--- src/rtl/log2_iter_pkg.sv ---
package log2_iter_pkg;

  typedef enum logic {ST_IDLE, ST_NORM} state_e;

  // floor(2^out_w * log2(1 + idx/2^idx_w)) by repeated squaring, Q2.30
  function automatic int unsigned log2_frac(int unsigned idx, int unsigned idx_w,
                                            int unsigned out_w);
    longint unsigned y;
    int unsigned     r;
    y = (64'd1 << 30) + (64'(idx) << (30 - idx_w));
    r = 0;
    for (int unsigned b = 0; b < out_w; b++) begin
      y = (y * y) >> 30;
      r = r << 1;
      if (y >= (64'd1 << 31)) begin
        r = r | 32'd1;
        y = y >> 1;
      end
    end
    return r;
  endfunction

endpackage

--- src/rtl/log2_lead_therm.sv ---
module log2_lead_therm #(
  parameter int unsigned IN_W  = 16,
  parameter int unsigned EXP_W = $clog2(IN_W)
) (
  input  logic [IN_W-1:0]  val_i,
  output logic [EXP_W-1:0] pos_o,
  output logic             zero_o
);
  localparam int unsigned CNT_W = $clog2(IN_W + 1);

  logic [IN_W-1:0]  therm;
  logic [CNT_W-1:0] ones;

  // therm[g] set when any bit at or above g is set
  for (genvar g = 0; g < IN_W; g++) begin : g_therm
    assign therm[g] = |val_i[IN_W-1:g];
  end

  always_comb begin
    ones = '0;
    for (int i = 0; i < IN_W; i++) begin
      ones = ones + CNT_W'(therm[i]);
    end
  end

  assign zero_o = ~therm[0];
  assign pos_o  = zero_o ? '0 : EXP_W'(ones - CNT_W'(1));

endmodule

--- src/rtl/log2_ser_shift.sv ---
module log2_ser_shift #(
  parameter int unsigned IN_W  = 16,
  parameter int unsigned IDX_W = 5,
  parameter int unsigned EXP_W = $clog2(IN_W)
) (
  input  logic             clk_i,
  input  logic             rst_ni,
  input  logic             load_i,
  input  logic [IN_W-1:0]  val_i,
  input  logic [EXP_W-1:0] amt_i,
  output logic [IDX_W-1:0] idx_o,
  output logic             idle_o
);
  localparam int unsigned SH_W = IN_W + IDX_W;

  logic [SH_W-1:0]  sh_q;
  logic [EXP_W-1:0] cnt_q;

  // one position per clock; leading one ends at bit IDX_W
  always_ff @(posedge clk_i or negedge rst_ni) begin
    if (!rst_ni) begin
      sh_q  <= '0;
      cnt_q <= '0;
    end else if (load_i) begin
      sh_q  <= {val_i, {IDX_W{1'b0}}};
      cnt_q <= amt_i;
    end else if (cnt_q != '0) begin
      sh_q  <= sh_q >> 1;
      cnt_q <= cnt_q - EXP_W'(1);
    end
  end

  assign idx_o  = sh_q[IDX_W-1:0];
  assign idle_o = (cnt_q == '0);

endmodule

--- src/rtl/log2_mant_rom.sv ---
module log2_mant_rom
  import log2_iter_pkg::*;
#(
  parameter int unsigned IDX_W = 5,
  parameter int unsigned OUT_W = 8
) (
  input  logic [IDX_W-1:0] idx_i,
  output logic [OUT_W-1:0] val_o
);
  localparam int unsigned DEPTH = 2 ** IDX_W;

  logic [OUT_W-1:0] tbl [DEPTH];

  for (genvar g = 0; g < DEPTH; g++) begin : g_ent
    localparam int unsigned VAL = log2_frac(g, IDX_W, OUT_W);
    assign tbl[g] = OUT_W'(VAL);
  end

  assign val_o = tbl[idx_i];

endmodule

--- src/rtl/log2_iter.sv ---
module log2_iter
  import log2_iter_pkg::*;
#(
  parameter int unsigned IN_W  = 16,
  parameter int unsigned IDX_W = 5,
  parameter int unsigned LUT_W = 8,
  localparam int unsigned EXP_W = $clog2(IN_W),
  localparam int unsigned RES_W = EXP_W + LUT_W
) (
  input  logic             clk_i,
  input  logic             rst_ni,
  input  logic             start_i,
  input  logic [IN_W-1:0]  data_i,
  output logic             busy_o,
  output logic             done_o,
  output logic [RES_W-1:0] res_o,
  output logic             zero_o
);

  state_e           state_q;
  logic             accept;
  logic [EXP_W-1:0] lead_pos;
  logic             lead_zero;
  logic [EXP_W-1:0] exp_q;
  logic             zin_q;
  logic [IDX_W-1:0] mant_idx;
  logic             sh_idle;
  logic [LUT_W-1:0] mant_log;
  logic             done_q;
  logic [RES_W-1:0] res_q;
  logic             zero_q;

  assign accept = (state_q == ST_IDLE) && start_i;

  log2_lead_therm #(.IN_W(IN_W), .EXP_W(EXP_W)) u_lead (
    .val_i  (data_i),
    .pos_o  (lead_pos),
    .zero_o (lead_zero)
  );

  log2_ser_shift #(.IN_W(IN_W), .IDX_W(IDX_W), .EXP_W(EXP_W)) u_shift (
    .clk_i  (clk_i),
    .rst_ni (rst_ni),
    .load_i (accept),
    .val_i  (data_i),
    .amt_i  (lead_pos),
    .idx_o  (mant_idx),
    .idle_o (sh_idle)
  );

  log2_mant_rom #(.IDX_W(IDX_W), .OUT_W(LUT_W)) u_rom (
    .idx_i (mant_idx),
    .val_o (mant_log)
  );

  always_ff @(posedge clk_i or negedge rst_ni) begin
    if (!rst_ni) begin
      state_q <= ST_IDLE;
      exp_q   <= '0;
      zin_q   <= 1'b0;
      done_q  <= 1'b0;
      res_q   <= '0;
      zero_q  <= 1'b0;
    end else begin
      done_q <= 1'b0;
      unique case (state_q)
        ST_IDLE: begin
          if (accept) begin
            exp_q   <= lead_pos;
            zin_q   <= lead_zero;
            state_q <= ST_NORM;
          end
        end
        ST_NORM: begin
          if (sh_idle) begin
            res_q   <= zin_q ? '0 : {exp_q, mant_log};
            zero_q  <= zin_q;
            done_q  <= 1'b1;
            state_q <= ST_IDLE;
          end
        end
        default: state_q <= ST_IDLE;
      endcase
    end
  end

  assign busy_o = (state_q == ST_NORM);
  assign done_o = done_q;
  assign res_o  = res_q;
  assign zero_o = zero_q;

endmodule

--- config.mk ---
export PLATFORM = sky130hd
export DESIGN_NAME = log2_iter
export DESIGN_NICKNAME = d
export VERILOG_FILES = /design/src/rtl/log2_iter_pkg.sv /design/src/rtl/log2_lead_therm.sv /design/src/rtl/log2_ser_shift.sv /design/src/rtl/log2_mant_rom.sv /design/src/rtl/log2_iter.sv
export SDC_FILE = /design/constraint.sdc
export NUM_CORES = 1
export LEC_CHECK = 0
export ABC_AREA = 0
export BUFFER_PORTS_ARGS = -buffer_cell sky130_fd_sc_hd__buf_2
export CORE_MARGIN = 2
export CORE_UTILIZATION = 50
export CTS_CLUSTER_SIZE = 16
export DETAILED_ROUTE_END_ITERATION = 8
export HOLD_SLACK_MARGIN = 0.05
export PLACE_DENSITY = 0.75
export SLEW_MARGIN = 20
export SYNTH_ARGS = -nofsm -noshare
export SYNTH_HDL_FRONTEND = slang
export SYNTH_SLANG_ARGS = --single-unit
--- constraint.sdc ---
create_clock -name clk_i -period 2.3 [get_ports clk_i]
set_input_delay 0.575 -clock clk_i [delete_from_list [all_inputs] [get_ports clk_i]]
set_output_delay 0.575 -clock clk_i [all_outputs]
set_load 0.01 [all_outputs]
==> flow_summary.json <==
{
  "power_density_nw_per_um2": 1070,
  "worstSetupPathType": "primary input to flop",
  "drive_gt1_share_pct": 29.2,
  "synth-seq-cells": 45,
  "arrival_ns": 4.67,
  "maxCapViolCount": 0,
  "synth_edf_count": 0,
  "status": "complete, but fails checks",
  "synth_ff_type": "dfrtp_1",
  "antenna_found_initial": 0,
  "wirelength_um": 6320,
  "dieArea_um2": 6350,
  "io-pin-count": 34,
  "vias_per_cell": 5.37,
  "io_buffers": 33,
  "grt_pass1_wl_um": 10800,
  "synth_nets": 367,
  "irDropWorstVdd_v": 0.000547,
  "cts_max_level": 2,
  "start_util_pct": 52.0,
  "syn_inst": 320,
  "cp_slowest_cell": "fa_1",
  "synth_top_area_share_pct": 39.3,
  "cts_sinks": 45,
  "rows": 27,
  "hold_path_class": "primary input to asynchronous set/reset pin",
  "place_congestion": 0.902,
  "crit_path_max_fanout": 3,
  "setup_ws_ns": -2.14,
  "worst_r2r_endpoint": "res_o[1]",
  "mostFrequentLayoutCell": "nand2_1",
  "cp.depth": 16,
  "critPathCaptureType": "flop",
  "dr_total_vias": 2447,
  "crit_family": "adder cells",
  "die_h_um": 79.7,
  "placed_cell_area_um2": 3350,
  "violations": "negative setup slack",
  "fillerInstances": 434,
  "grt_max_degree": 40,
  "tightest_slew_ns": 0.738,
  "antenna_left": 0,
  "min_period_over_period_pct": 193,
  "max_slew_margin_pct": 50.7,
  "synth_warnings": 0,
  "cts_inserted_buffers": 5,
  "cts_tree": "built",
  "antenna_cells": 0,
  "die_w_um": 79.7,
  "path_clk_slew_ns": 0.08,
  "r2r-start": "u_shift.sh_q[1]",
  "yosys.area.top_type": "dfrtp_1",
  "synth_cell_types": 46,
  "cp_num_buf_inv": 4,
  "cp_slowest_stage_delay_ns": 0.53,
  "mostFrequentLayoutCells": "nand2_1 (64), dfrtp_1 (45), buf_4 (41), buf_2 (31), nor2_1 (26)",
  "worst-r2r-cell-count": 6,
  "p_total_mw": 3.82,
  "cts_root_buffer": "clkbuf_8",
  "seqCellArea_um2": 1130,
  "async_reset_ff_share_pct": 100,
  "grt_pass1_vias": 2322,
  "setup_viol": 8,
  "fin_nets": 431,
  "period_minus_slack_ns": 4.44,
  "synth.cell_area_um2": 2870,
  "cp.required_ns": 2.53,
  "syn2layout_area_growth_pct": 25.0,
  "seq_area_frac_synth_pct": 39.3,
  "coreArea_um2": 5510,
  "grt_usage_pct": 21.6,
  "start_kind": "primary input",
  "r2r_setup_slack_ns": 0.35,
  "drc_errors": 0,
  "final_cell_area_um2": 3580,
  "hold-worst-slack_ns": 0.247,
  "firstDrtPassIters": 4,
  "slew_violations": 0,
  "fmax_mhz": 225,
  "path_cells": "buf_8 -> nor4_4 -> nand2b_2 -> inv_2 -> nand2_2 -> or4_4 -> fa_1 -> fa_2 -> fa_1 -> inv_2 -> fa_1 -> inv_2 -> ha_4 -> fa_2 -> o21ai_2 -> a21oi_1",
  "rsz0062_at_grt": "true",
  "worst_clock_skew_ns": 0.00638,
  "overflow": 0,
  "hold_viol_final": 0,
  "cts-hold-fix-buffers": 0,
  "p_leak_nw": 1.74,
  "synth_area_leaders": "dfrtp_1 (39%), nand2_1 (8.4%), ha_1 (7.9%)",
  "hpwl_um": 4680,
  "worstSkewPairLatency_ns": 0.30,
  "routed_wire_length_per_instance_um": 13.8,
  "clockBufferDepth": 2,
  "drtIter0Drc": 125,
  "avgSynthCellArea_um2": 8.95,
  "multi_input_area_um2": 1680
}
[repair_timing]
action,in CTS,in global routing
pin swaps,13,8
setup buffers,3,3
resized for setup,10,10
setup endpoints to repair,8,8
[final cells by class]
| class | instances | share of cell area [%] |
|---|---|---|
| Multi-Input combinational cell | 235 | 46.9 |
| Tap cell | 72 | 2.52 |
| Sequential cell | 45 | 31.4 |
| Inverter | 23 | 2.48 |
| Timing Repair Buffer | 74 | 13.8 |
| Clock inverter | 2 | 0.978 |
| Clock buffer | 5 | 1.92 |
[sequential cells by signal, indices dropped and copies added (netlist names)]
register and count:
done_o 1, u_shift.sh_q 21, res_o 12, zin_q 1
exp_q 4, u_shift.cnt_q 4, zero_o 1, busy_o 1
[worst register-to-register path, stage by stage (launching register included)]
cell and delay (ns):
dfrtp_1 0.53, inv_1 0.21, ha_1 0.41, nand2b_1 0.08, a211oi_1 0.26, a221oi_1 0.10
o31ai_1 0.26
[worst max path at each step]
| stage | start | end | slack [ns] |
|---|---|---|---|
| CTS | data_i[12] | u_shift.cnt_q[1] | -2.15 |
| detailed placement | data_i[15] | exp_q[1] | -2.50 |
| global route | data_i[13] | u_shift.cnt_q[1] | -2.25 |
| floorplan | data_i[15] | exp_q[1] | -2.29 |
| global placement | data_i[15] | exp_q[1] | -2.37 |
| finish | data_i[13] | u_shift.cnt_q[1] | -2.14 |
[kinds of logic (layout without fill, tap and decap cells)]
logic type	after synthesis	count (layout)	synth area share [%]
and+or+nand+nor	131	131	22.4
buffers and inverters	40	104	5.50
muxes	4	4	1.48
AOI/OAI and AO/OA	65	65	14.4
adders and majority gates	28	28	14.8
DFF	45	45	39.3
xor gates and xnor gates	7	7	2.14
[cell usage after synthesis, types with 2 or more instances]
master     n
nor2_1    26
o32ai_1    2
o21ai_0   11
nor2b_1    3
nor3_1     7
dfrtp_1   45
mux2_2     2
nand2_1   64
inv_1     22
o31ai_1    3
o41ai_1    2
or2_2      2
xnor2_1    6
nand2_2    2
mux2i_1    2
nand2b_1  10
buf_2      6
nor4_4     2
clkbuf_1  11
ha_1      18
a21oi_1   15
a22o_1     2
a31oi_1   16
o22ai_1    2
or3_1      5
o21ai_1    2
a211oi_1   3
nor4_1     2
fa_1      10
[per-layer routing]
metal	vias up	routed length, um	track usage (%)
met2	48	3200	37.0
met4	0	84	6.72
met5	-	0	0
li1	1204	-	-
met1	1186	2820	28.0
met3	9	208	3.28
[per-stage QoR]
step                      setup TNS [ns]  worst slack, ns  utilization, %  std cells
after global placement            -17.93            -2.37            60.8        443
after global routing              -16.95            -2.25            65.0        456
after floorplan                   -17.12            -2.29               -        320
after CTS                         -16.06            -2.15            63.8        453
after detailed placement          -18.89            -2.50            60.8        443
final                             -16.04            -2.14            65.0        456
[where the power goes]
group | total (mW) | internal [mW] | switching (mW)
registers | 1.48 | 1.15 | 0.338
logic | 1.76 | 0.806 | 0.955
clock network | 0.574 | 0.316 | 0.258
total | 3.82 | 2.27 | 1.55
Power figures use the tool's default switching activity.
